**src/rtl/outstage_pwr_pkg.sv**
```systemverilog
package outstage_pwr_pkg;
   typedef enum logic [2:0] {
      PS_OFF   = 3'd0,
      PS_RAMP  = 3'd1,
      PS_BIAS  = 3'd2,
      PS_AUDIO = 3'd3,
      PS_DISCH = 3'd4,
      PS_SAFE  = 3'd5
   } pwr_state_e;
endpackage

```
**src/rtl/opg_pacer.sv**
```systemverilog
// Free-running divider: strobes once every PERIOD clocks while run is high,
// restarts from zero whenever run is low.
module opg_pacer #(
   parameter int PERIOD = 4
) (
   input  logic clk,
   input  logic rst_n,
   input  logic run,
   output logic strobe
);
   localparam int W = (PERIOD > 1) ? $clog2(PERIOD) : 1;
   localparam logic [W-1:0] LAST = W'(PERIOD - 1);

   generate
      if (PERIOD < 1) begin : g_bad_period
         $error("opg_pacer: PERIOD must be at least 1");
      end
   endgenerate

   logic [W-1:0] cnt_q;

   assign strobe = run && (cnt_q == LAST);

   always_ff @(posedge clk or negedge rst_n) begin
      if (!rst_n)      cnt_q <= '0;
      else if (!run)   cnt_q <= '0;
      else if (strobe) cnt_q <= '0;
      else             cnt_q <= cnt_q + W'(1);
   end
endmodule

```
**src/rtl/opg_code_reg.sv**
```systemverilog
// Saturating up/down ramp code register.
module opg_code_reg #(
   parameter int CODE_W = 8
) (
   input  logic              clk,
   input  logic              rst_n,
   input  logic              zero,
   input  logic              inc,
   input  logic              dec,
   output logic [CODE_W-1:0] code,
   output logic              at_max
);
   localparam logic [CODE_W-1:0] TOP = {CODE_W{1'b1}};

   generate
      if (CODE_W < 2 || CODE_W > 16) begin : g_bad_width
         $error("opg_code_reg: CODE_W must lie in 2..16");
      end
   endgenerate

   logic [CODE_W-1:0] code_q;

   assign code   = code_q;
   assign at_max = (code_q == TOP);

   always_ff @(posedge clk or negedge rst_n) begin
      if (!rst_n)                       code_q <= '0;
      else if (zero)                    code_q <= '0;
      else if (inc && code_q != TOP)    code_q <= code_q + CODE_W'(1);
      else if (dec && code_q != '0)     code_q <= code_q - CODE_W'(1);
   end
endmodule

```
**src/rtl/opg_sample_gate.sv**
```systemverilog
// Counts sample ticks while armed and the serial link is valid; fires on the
// WAIT-th consecutive valid tick. Any invalid clock restarts the count.
module opg_sample_gate #(
   parameter int WAIT = 2000
) (
   input  logic clk,
   input  logic rst_n,
   input  logic arm,
   input  logic link_ok,
   input  logic tick,
   output logic done
);
   localparam int SW = (WAIT > 1) ? $clog2(WAIT) : 1;
   localparam logic [SW-1:0] LAST = SW'(WAIT - 1);

   generate
      if (WAIT < 1) begin : g_bad_wait
         $error("opg_sample_gate: WAIT must be at least 1");
      end
   endgenerate

   logic [SW-1:0] cnt_q;

   assign done = arm && link_ok && tick && (cnt_q == LAST);

   always_ff @(posedge clk or negedge rst_n) begin
      if (!rst_n)               cnt_q <= '0;
      else if (!arm || !link_ok) cnt_q <= '0;
      else if (done)            cnt_q <= '0;
      else if (tick)            cnt_q <= cnt_q + SW'(1);
   end
endmodule

```
**src/rtl/outstage_pwr_seq.sv**
```systemverilog
module outstage_pwr_seq
   import outstage_pwr_pkg::*;
#(
   parameter int CODE_W       = 8,
   parameter int UP_STEP_CLKS = 4,
   parameter int DN_STEP_CLKS = 4,
   parameter int AUDIO_WAIT   = 2000
) (
   input  logic              clk,
   input  logic              rst_n,
   input  logic              mclk_ok,
   input  logic              frame_ok,
   input  logic              bclk_ok,
   input  logic              smp_tick,
   input  logic              pdn_req,
   output logic              clamp_o,
   output logic [CODE_W-1:0] ramp_code,
   output logic              audio_en,
   output logic              safe_off
);
   localparam int CODE_MAX = (1 << CODE_W) - 1;
   localparam int DIS_CLKS = DN_STEP_CLKS * CODE_MAX;

   generate
      if (UP_STEP_CLKS < 1 || DN_STEP_CLKS < 1) begin : g_bad_step
         $error("outstage_pwr_seq: step periods must be at least 1");
      end
      if (AUDIO_WAIT < 1) begin : g_bad_wait
         $error("outstage_pwr_seq: AUDIO_WAIT must be at least 1");
      end
   endgenerate

   pwr_state_e st_q, st_d;
   logic       link_ok;
   logic       up_stb, dn_stb, dis_done, gate_done, at_max;
   logic       code_inc, code_dec;

   assign link_ok = frame_ok & bclk_ok;

   opg_pacer #(.PERIOD(UP_STEP_CLKS)) u_up_pace (
      .clk(clk), .rst_n(rst_n), .run(st_q == PS_RAMP), .strobe(up_stb)
   );

   opg_pacer #(.PERIOD(DN_STEP_CLKS)) u_dn_pace (
      .clk(clk), .rst_n(rst_n), .run(st_q == PS_DISCH), .strobe(dn_stb)
   );

   opg_pacer #(.PERIOD(DIS_CLKS)) u_dis_timer (
      .clk(clk), .rst_n(rst_n), .run(st_q == PS_DISCH), .strobe(dis_done)
   );

   assign code_inc = (st_q == PS_RAMP)  && mclk_ok && !pdn_req && up_stb;
   assign code_dec = (st_q == PS_DISCH) && mclk_ok &&  pdn_req && dn_stb;

   opg_code_reg #(.CODE_W(CODE_W)) u_code (
      .clk(clk), .rst_n(rst_n), .zero(!mclk_ok),
      .inc(code_inc), .dec(code_dec), .code(ramp_code), .at_max(at_max)
   );

   opg_sample_gate #(.WAIT(AUDIO_WAIT)) u_gate (
      .clk(clk), .rst_n(rst_n), .arm(st_q == PS_BIAS),
      .link_ok(link_ok), .tick(smp_tick), .done(gate_done)
   );

   always_comb begin
      st_d = st_q;
      if (!mclk_ok) begin
         st_d = PS_OFF;
      end else begin
         unique case (st_q)
            PS_OFF:   st_d = pdn_req ? PS_DISCH : PS_RAMP;
            PS_RAMP:  if (pdn_req)        st_d = PS_DISCH;
                      else if (at_max)    st_d = PS_BIAS;
            PS_BIAS:  if (pdn_req)        st_d = PS_DISCH;
                      else if (gate_done) st_d = PS_AUDIO;
            PS_AUDIO: if (pdn_req)        st_d = PS_DISCH;
                      else if (!link_ok)  st_d = PS_BIAS;
            PS_DISCH: if (!pdn_req)       st_d = PS_RAMP;
                      else if (dis_done)  st_d = PS_SAFE;
            PS_SAFE:  if (!pdn_req)       st_d = PS_RAMP;
            default:  st_d = PS_OFF;
         endcase
      end
   end

   always_ff @(posedge clk or negedge rst_n) begin
      if (!rst_n) st_q <= PS_OFF;
      else        st_q <= st_d;
   end

   assign clamp_o  = !((st_q == PS_BIAS) || (st_q == PS_AUDIO));
   assign audio_en = (st_q == PS_AUDIO);
   assign safe_off = (st_q == PS_SAFE);
endmodule

```
**config.mk**
```make
export PLATFORM = sky130hd
export DESIGN_NAME = outstage_pwr_seq
export DESIGN_NICKNAME = d
export VERILOG_FILES = /design/src/rtl/outstage_pwr_pkg.sv /design/src/rtl/opg_pacer.sv /design/src/rtl/opg_code_reg.sv /design/src/rtl/opg_sample_gate.sv /design/src/rtl/outstage_pwr_seq.sv
export SDC_FILE = /design/constraint.sdc
export NUM_CORES = 1
export LEC_CHECK = 0
export CAP_MARGIN = 10
export CELL_PAD_IN_SITES_DETAIL_PLACEMENT = 0
export CELL_PAD_IN_SITES_GLOBAL_PLACEMENT = 1
export CORE_ASPECT_RATIO = 1.75
export CORE_UTILIZATION = 35
export DETAILED_ROUTE_END_ITERATION = 10
export GPL_ROUTABILITY_DRIVEN = 0
export PLACE_DENSITY = 0.62
export SLEW_MARGIN = 20
export SYNTH_ARGS = -nofsm -noshare
export SYNTH_HDL_FRONTEND = slang
export SYNTH_SLANG_ARGS = --single-unit
```
**constraint.sdc**
```tcl
create_clock -name clk -period 3.07 [get_ports clk]
set_clock_uncertainty 0.15 [all_clocks]
set_input_delay 0.4605 -clock clk [delete_from_list [all_inputs] [get_ports clk]]
set_output_delay 0.4605 -clock clk [all_outputs]
set_load 0.01 [all_outputs]
```
==> results of run 1 <==
## synth_stat cells (all sizes together), types with 3 or more instances
| library cell | count | share of area (%) |
|---|---|---|
| nand2b | 3 | 0.83 |
| or2 | 3 | 0.83 |
| o31a | 3 | 1.2 |
| or3 | 4 | 1.3 |
| nand2 | 22 | 3.7 |
| nor2 | 25 | 4.2 |
| nand4b | 3 | 1.2 |
| o211ai | 8 | 2.9 |
| o22ai | 4 | 1.1 |
| a21oi | 9 | 2.0 |
| o21ai | 5 | 1.1 |
| dfrtp | 36 | 40 |
| buf | 4 | 1.2 |
| a211oi | 5 | 2.2 |
| nor3 | 6 | 1.3 |
| nand3 | 12 | 2.7 |
| nand4 | 5 | 1.4 |
| nor4 | 6 | 1.9 |
| ha | 10 | 5.6 |
| inv | 9 | 1.5 |
| a31oi | 11 | 3.1 |
| xor2 | 5 | 1.9 |
| or3b | 3 | 1.2 |
| xnor2 | 6 | 2.3 |
| o21a | 3 | 1.0 |
| clkbuf | 3 | 0.50 |
## state kept, by name, indices dropped and copies added, names as in the netlist
signal             cells
st_q                   3
u_code.code            8
u_dis_timer.cnt_q     10
u_dn_pace.cnt_q        2
u_gate.cnt_q          11
u_up_pace.cnt_q        2
## area by class of cell
class                   count  area [sq um]  share of cell area (%)
multi-input cells         190          1280                    48.1
clock inverters             2          10.0                   0.376
clock buffers               6          82.6                    3.10
well taps                  80           100                    3.76
repair buffers             29           255                    9.58
inverters                   9          33.8                    1.27
flip-flops and latches     36           901                    33.8
## final timing paths
path,start,end,cells past startpoint
hold / removal,rst_n,u_dis_timer.cnt_q[4],1
hold reg to reg,u_up_pace.cnt_q[0],u_up_pace.cnt_q[0],1
setup / recovery,st_q[1],u_code.code[6],7
max in group asynchronous,rst_n,st_q[1],1
min in group clk,u_up_pace.cnt_q[0],u_up_pace.cnt_q[0],1
setup reg to reg,st_q[1],u_code.code[6],7
## cell families (layout without fill, tap and decap cells)
family | Yosys count | count (layout)
simple gates | 106 | 106
compound gates | 62 | 62
flops | 36 | 36
buf+inv | 16 | 46
fa+ha+maj | 11 | 11
xor+xnor | 11 | 11
## power by group
| group | switching (mW) | total [mW] | internal [mW] | leakage [nW] |
|---|---|---|---|---|
| clock network | 0.181 | 0.360 | 0.179 | 0.0510 |
| logic | 0.0386 | 0.0624 | 0.0238 | 0.522 |
| registers | 0.00318 | 0.483 | 0.480 | 0.499 |
## critical path, stage by stage, from the launching register on
cell	delay, ps
dfrtp_1	450
nor3b_1	400
o211ai_2	360
ha_1	440
nor2b_1	180
o311a_1	290
a311oi_1	270
o22ai_1	130
## per-layer routing
layer / vias to the layer above / track usage, % / share of wire, %
met5: - / 0 / 0
met2: 36 / 39.0 / 56
met1: 975 / 19.8 / 38
li1: 972 / - / -
met3: 11 / 3.69 / 2.3
met4: 0 / 11.1 / 3.3
==> results.ini, run 1 <==
[run_status]
outcome = completed

[synthesis]
synth_top_family_by_area = simple AND/OR/NAND/NOR gates
yosys_warnings = 0
synth_simple_gate_area_share_pct = 26.0
yosysUniqueCellTypes = 59
postSynthCellCount = 242
synthAdderAreaFrac_pct = 6.44
synth_ff_type = dfrtp_1
muxShareOfSynthArea_pct = 0
async_flop_share_pct = 100
ys_ff_latch = 36
ys_seq_area_share_pct = 40.0
synth_xor_area_share_pct = 4.28
synth_compound_area_share_pct = 20.2
synth-edff-count = 0
synth_fp_nets = 260
avgSynthCellArea_sq_um = 9.31
synthesis.area_sq_um = 2250

[setup_path]
cp_max_fo = 12
end_kind = flip-flop
r2r_slack_ps = 260
critPathRequiredTime_ps = 3090
arrival_ps = 2830
path_class = reg -> reg
crit_path_start_kind = flip-flop

[floorplan]
start_util_pct = 36.2
die_h_um = 108
core_sq_um = 6230
die_area_sq_um = 6780
die-width_um = 62.7
rows = 38
num_io_pins = 18

[clock_network]
cts_setup_buffers = 0
root_buffer = clkbuf_8
ctsHoldBuffers = 0
cts_buffer_depth = 2
cts_tree = yes
numCtsBuffers = 5
clk_latency_ps = 290
post_cts_resized = 0
cts_sinks = 36
cts_max_level = 2
path_clk_slew_ps = 70

[finish]
final_core_util_pct = 42.8
fin_cells = 352
num-fill-cells = 664
diodes = 0
syn2layout_area_growth_pct = 18.2
drive_gt1_share_pct = 11.8
nets = 289
design_area_sq_um = 2660
final_common_cell = dfrtp_1
layout_common_cells = dfrtp_1, nor2_1, nand2_1

[detailed_routing]
route.vias.total = 1994
viasPerCell = 5.66
wirelength_mm = 6.05
drc_errors = 0
firstDrtPassIters = 4
drt_iter0_drc = 93
routedWlPerCell_um = 17.2
drtAntennaViolNets = 0

[worst_hold_path]
hold_path_class = in -> async

[power]
power.total_uw = 905
p_leak_nw = 1.07
power_density_nw_per_um2 = 340
ir_drop_v = 0.000220

[sta]
finalSetupViolCount = 0
worst_pin_slew_ps = 842
timing.final.ws_setup_ps = 264
max_slew_margin_pct = 43.9
fin_crit_sh_pct = 91.4
rsz0062_at_grt = no
fmax_mhz = 356
hold_violations = 0
slew_violations = 0
tns_ps = 0
fin_worst_hold_slack_ps = 111
period_minus_slack_ps = 2810

[placed_design]
io_buffers = 17
place_area_sq_um = 2570
placed_cells = 344
dpl.hpwl_mm = 4.54
dp_worst_setup_slack_ps = 79.9

[global_routing]
grt_start_max_net_pins = 37
grt_pass1_vias = 2103
grt_pass1_wl_mm = 10.3
antenna_found_initial = 0
grt_use_total_pct = 20.2
grt_overflow = 0

[run]
maxCapViolCount = 0

Note: power is estimated with default switching activity, not from simulation.
==> run 2: changes to the inputs <==
--- a/config.mk
+++ b/config.mk
@@ -5,7 +5,7 @@
 export SDC_FILE = /design/constraint.sdc
 export NUM_CORES = 1
 export LEC_CHECK = 0
-export CAP_MARGIN = 10
+export CAP_MARGIN = 20
 export CELL_PAD_IN_SITES_DETAIL_PLACEMENT = 0
 export CELL_PAD_IN_SITES_GLOBAL_PLACEMENT = 1
 export CORE_ASPECT_RATIO = 1.75
==> constraint.sdc (replaced) <==
create_clock -name clk -period 3.4 [get_ports clk]
set_clock_uncertainty 0.15 [all_clocks]
set_input_delay 0.51 -clock clk [delete_from_list [all_inputs] [get_ports clk]]
set_output_delay 0.51 -clock clk [all_outputs]
set_load 0.01 [all_outputs]
==> run 2 against run 1 <==
Against the previous run:
- die area unchanged
- largest power group unchanged
- clock power decreased by 23%
- global-route usage down 0.69 points
- highest routed layer unchanged
- core utilization shrank 1.2 points
- critical path depth is 1 higher
- critical endpoint unchanged
==> results.ini, run 2 (synthesis gave the netlist of run 1 again) <==
[run_status]
outcome = completed

[sta]
max_slew_margin_pct = 42.9
rsz0062_at_grt = no
fin_crit_sh_pct = 82.6
slew_violations = 0
fmax_mhz = 356
worst_pin_slew_ps = 857
finalSetupViolCount = 0
period_minus_slack_ps = 2810
tns_ps = 0
hold_violations = 0

[detailed_routing]
wirelength_mm = 6.09
drt_iter0_drc = 91
firstDrtPassIters = 4
viasPerCell = 5.78
drtAntennaViolNets = 0
routedWlPerCell_um = 17.8
route.vias.total = 1976
drc_errors = 0

[global_routing]
antenna_found_initial = 0
use_met3_pct = 3.06
grt_use_total_pct = 19.5
grt_pass1_wl_mm = 9.93
grt_start_max_net_pins = 37
grt_pass1_vias = 1917
top_usage_layer = met2
grt_overflow = 0
use_met1_pct = 20.0
gr-usage-met2_pct = 38.4

[finish]
final_core_util_pct = 41.5
nets = 282
top_register = u_gate.cnt_q
syn2layout_area_growth_pct = 14.8
largest_reg_flops = 11
fin_cells = 342
design_area_sq_um = 2590
final_common_cell = dfrtp_1
drive_gt1_share_pct = 8.40
layout_common_cells = dfrtp_1, nor2_1, nand2_1
diodes = 0

[clock_network]
cts_max_level = 2
clk_latency_ps = 280
cts_buffer_depth = 2
cts_sinks = 36
root_buffer = clkbuf_8
numCtsBuffers = 5
cts_tree = yes
ctsHoldBuffers = 0
path_clk_slew_ps = 70
post_cts_resized = 0
cts_setup_buffers = 0

[floorplan]
core_sq_um = 6230
rows = 38
die_h_um = 108
num_io_pins = 18
die_area_sq_um = 6780
die-width_um = 62.7
start_util_pct = 36.2

[placed_design]
dpl.hpwl_mm = 4.54
place_area_sq_um = 2520
io_buffers = 17
placed_cells = 337

[setup_path]
arrival_ps = 2830
cp_max_fo = 12
critPathRequiredTime_ps = 3420
critical_path.top_delay_family = compound AO/OA/AOI/OAI gates
crit_path_start_kind = primary input
cp_cell_sequence = clkdlybuf4s50_1 -> and3b_1 -> o211ai_2 -> ha_1 -> nor2b_1 -> o311a_1 -> a311oi_1 -> o22ai_1
cp_slowest_cell = clkdlybuf4s50_1
end_kind = flip-flop
critPathBufInv = 1
slowest_delay_ps = 520
path_class = in -> reg

[power]
ir_drop_v = 0.000145
p_switching_uw = 184
p_comb_share_pct = 7.2
clockPowerShare_pct = 36.1
internal_power_uw = 586
p_leak_nw = 1.02
power_density_nw_per_um2 = 298
sw_frac_of_total_pct = 23.9
pwr-share-seq_pct = 56.7

[run]
maxCapViolCount = 0

[worst_hold_path]
hold_path_class = in -> async

## run 2: cell types whose count changed in the layout (fill, tap and decap cells not counted)
cell,previous run,this run
buf_4,12,5
clkinv_2,2,0
clkbuf_8,6,5
## run 2: per-layer routing
metal	up-vias	part of all wire (%)	wire (um)
met4	0	2.1	131
met5	-	0	0
met1	985	40	2450
met3	7	1.6	100
li1	961	-	-
met2	23	56	3420
## run 2: cell type report
cell class	instances	area [sq um]
clock buffers	5	68.8
fillers	661	3640
inverters	9	33.8
multi-input cells	190	1280
flip-flops and latches	36	901
well taps	80	100
repair buffers	22	203
## run 2: worst reg2reg max path: cells and delay by family (launching register included)
kind            cells  cell delay (ps)
flops               1              460
fa+ha+maj           1              440
simple gates        2              570
compound gates      4             1020
## run 2: worst paths after layout
kind | cells past startpoint | endpoint | slack [ps] | start
max in group asynchronous | 1 | u_gate.cnt_q[5] | 2380 | rst_n
max reg2reg | 7 | u_code.code[6] | 640 | st_q[1]
max | 8 | u_code.code[6] | 590 | pdn_req
min | 1 | u_dis_timer.cnt_q[4] | 190 | rst_n
min reg2reg | 1 | u_up_pace.cnt_q[0] | 290 | u_up_pace.cnt_q[0]
min in group clk | 1 | u_up_pace.cnt_q[0] | 290 | u_up_pace.cnt_q[0]
## run 2: power groups by stage
stage          combinational, mW  sequential (mW)  clock (mW)
6_report                  0.0553            0.437       0.278
5_1_grt                   0.0617            0.437       0.307
4_1_cts                   0.0570            0.436       0.291
3_5_place_dp              0.0568            0.445           0
3_3_place_gp              0.0570            0.444           0
2_1_floorplan             0.0268            0.444           0
## run 2: metrics by stage
step	hold WS [ps]	power [mW]	setup WS (ps)
floorplan	64.4	0.471	812
global route	252	0.806	420
global placement	273	0.501	310
finish	187	0.770	590
CTS	217	0.784	592
detailed placement	277	0.502	305
==> run 3: changes to the inputs <==
==> constraint.sdc (replaced) <==
create_clock -name clk -period 2.9 [get_ports clk]
set_clock_uncertainty 0.15 [all_clocks]
set_input_delay 0.435 -clock clk [delete_from_list [all_inputs] [get_ports clk]]
set_output_delay 0.435 -clock clk [all_outputs]
set_load 0.01 [all_outputs]
==> run 3 against run 2 <==
Against the previous run:
- global-route usage is 0.73 points higher
- critical path type is now reg -> reg
- clock power up 35%
- combinational power is 19% higher
- critical path depth unchanged
==> results.ini, run 3 (synthesis gave the netlist of run 1 again) <==
[setup_path]
arrival_ps = 2650
cp_slowest_cell = o211ai_2
path_class = reg -> reg
cp_cell_sequence = nand4_1 -> o211ai_2 -> inv_2 -> fa_1 -> nor2b_1 -> o31ai_1 -> a311oi_1 -> o22ai_1
critPathRequiredTime_ps = 2930
end_kind = flip-flop
crit_path_start_kind = flip-flop
cp_max_fo = 10
slowest_delay_ps = 470

[finish]
largest_reg_flops = 11
final_common_cell = dfrtp_1
fin_cells = 356
layout_common_cells = dfrtp_1, nor2_1, nand2_1
nets = 293
syn2layout_area_growth_pct = 19.7
diodes = 0
ff_latch_area_sq_um = 901
drive_gt1_share_pct = 12.7
num-fill-cells = 654
multi_input_area_sq_um = 1290
top_register = u_gate.cnt_q

[worst_hold_path]
hold_path_class = in -> async

[detailed_routing]
drtAntennaViolNets = 0
wirelength_mm = 6.15
drc_errors = 0
drt_iter0_drc = 100
firstDrtPassIters = 4
route.vias.total = 2016
routedWlPerCell_um = 17.3
viasPerCell = 5.66

[sta]
max_slew_margin_pct = 45.3
rsz0062_at_grt = no
worst_pin_slew_ps = 821
period_minus_slack_ps = 2630
fin_crit_sh_pct = 90.6
hold_violations = 0
slew_violations = 0
fmax_mhz = 381
finalSetupViolCount = 0
timing.final.ws_setup_ps = 272

[run]
maxCapViolCount = 0

[floorplan]
rows = 38
core_sq_um = 6230
die-width_um = 62.7
start_util_pct = 36.2
num_io_pins = 18
die_h_um = 108
die_area_sq_um = 6780

[clock_network]
clk_latency_ps = 300
cts_max_level = 2
ctsHoldBuffers = 0
cts_sinks = 36
cts_buffer_depth = 2
root_buffer = clkbuf_8
cts_tree = yes
path_clk_slew_ps = 70
numCtsBuffers = 5

[power]
power.total_uw = 954
p_leak_nw = 1.09
power_density_nw_per_um2 = 354
ir_drop_v = 0.000153

[global_routing]
grt_overflow = 0
grt_pass1_vias = 2098
grt_use_total_pct = 20.2
grt_start_max_net_pins = 37
grt_pass1_wl_mm = 10.3
antenna_found_initial = 0

[placed_design]
placed_cells = 348
dpl.hpwl_mm = 4.65
io_buffers = 17
dp_worst_setup_slack_ps = -14.5

[run_status]
outcome = completed

-- run 3: cell count changes in the layout (fill, tap and decap cells not counted), sizes merged --
cell / before / now
buf: 6 / 17
clkbuf: 5 / 8
-- run 3: area by class of cell --
| cell class | count | share of cell area, % |
|---|---|---|
| clock buffer | 8 | 3.34 |
| inverter | 9 | 1.25 |
| sequential | 36 | 33.4 |
| timing repair buffer | 33 | 10.6 |
| multi-input combinational | 190 | 47.7 |
| tap | 80 | 3.71 |
-- run 3: worst max-delay path, delay by kind of cell, from the launching register on --
kind	cells	cell delay [ps]
AO/OA/AOI/OAI	4	1010
flip-flops	1	460
adder cells (fa/ha/maj)	1	430
AND/OR/NAND/NOR	2	370
buffers and inverters	1	80
-- run 3: worst paths after layout --
kind | slack (ps) | end | start | cells past startpoint
max reg2reg | 270 | u_code.code[6] | u_code.code[7] | 8
max in group asynchronous | 2000 | u_code.code[7] | rst_n | 1
min | 80 | u_dis_timer.cnt_q[3] | rst_n | 1
min in group clk | 290 | u_up_pace.cnt_q[0] | u_up_pace.cnt_q[0] | 1
max | 270 | u_code.code[6] | u_code.code[7] | 8
min reg2reg | 290 | u_up_pace.cnt_q[0] | u_up_pace.cnt_q[0] | 1
-- run 3: where the power goes --
| group | internal [mW] | leakage, nW | switching, mW |
|---|---|---|---|
| registers | 0.508 | 0.499 | 0.00374 |
| clock network | 0.194 | 0.0455 | 0.182 |
| logic | 0.0255 | 0.543 | 0.0401 |
-- run 3: metrics by stage --
stage | setup TNS [ps] | hold WS [ps] | cell area [sq um] | util (%)
5_1_grt | 0 | 162 | 2700 | 43.3
4_1_cts | 0 | 119 | 2690 | 43.2
6_report | 0 | 80.7 | 2700 | 43.3
3_3_place_gp | 0 | 279 | 2600 | 41.8
2_1_floorplan | 0 | -10.6 | 2250 | -
3_5_place_dp | -14.5 | 280 | 2600 | 41.8
-- run 3: routing by layer --
metal,wire (um),GRT usage [%],vias to the layer above
met5,0,0,-
met4,284,13.5,0
met3,152,3.16,17
met2,3390,38.4,40
met1,2320,19.8,984
li1,-,-,975
-- run 3: timing repair --
action / 4_1_cts / 5_1_grt
endpoints found under the hold margin: 0 / 0
endpoints found under the setup margin: 0 / 1
gates resized for setup: 0 / 1
buffers inserted: 0 / 0
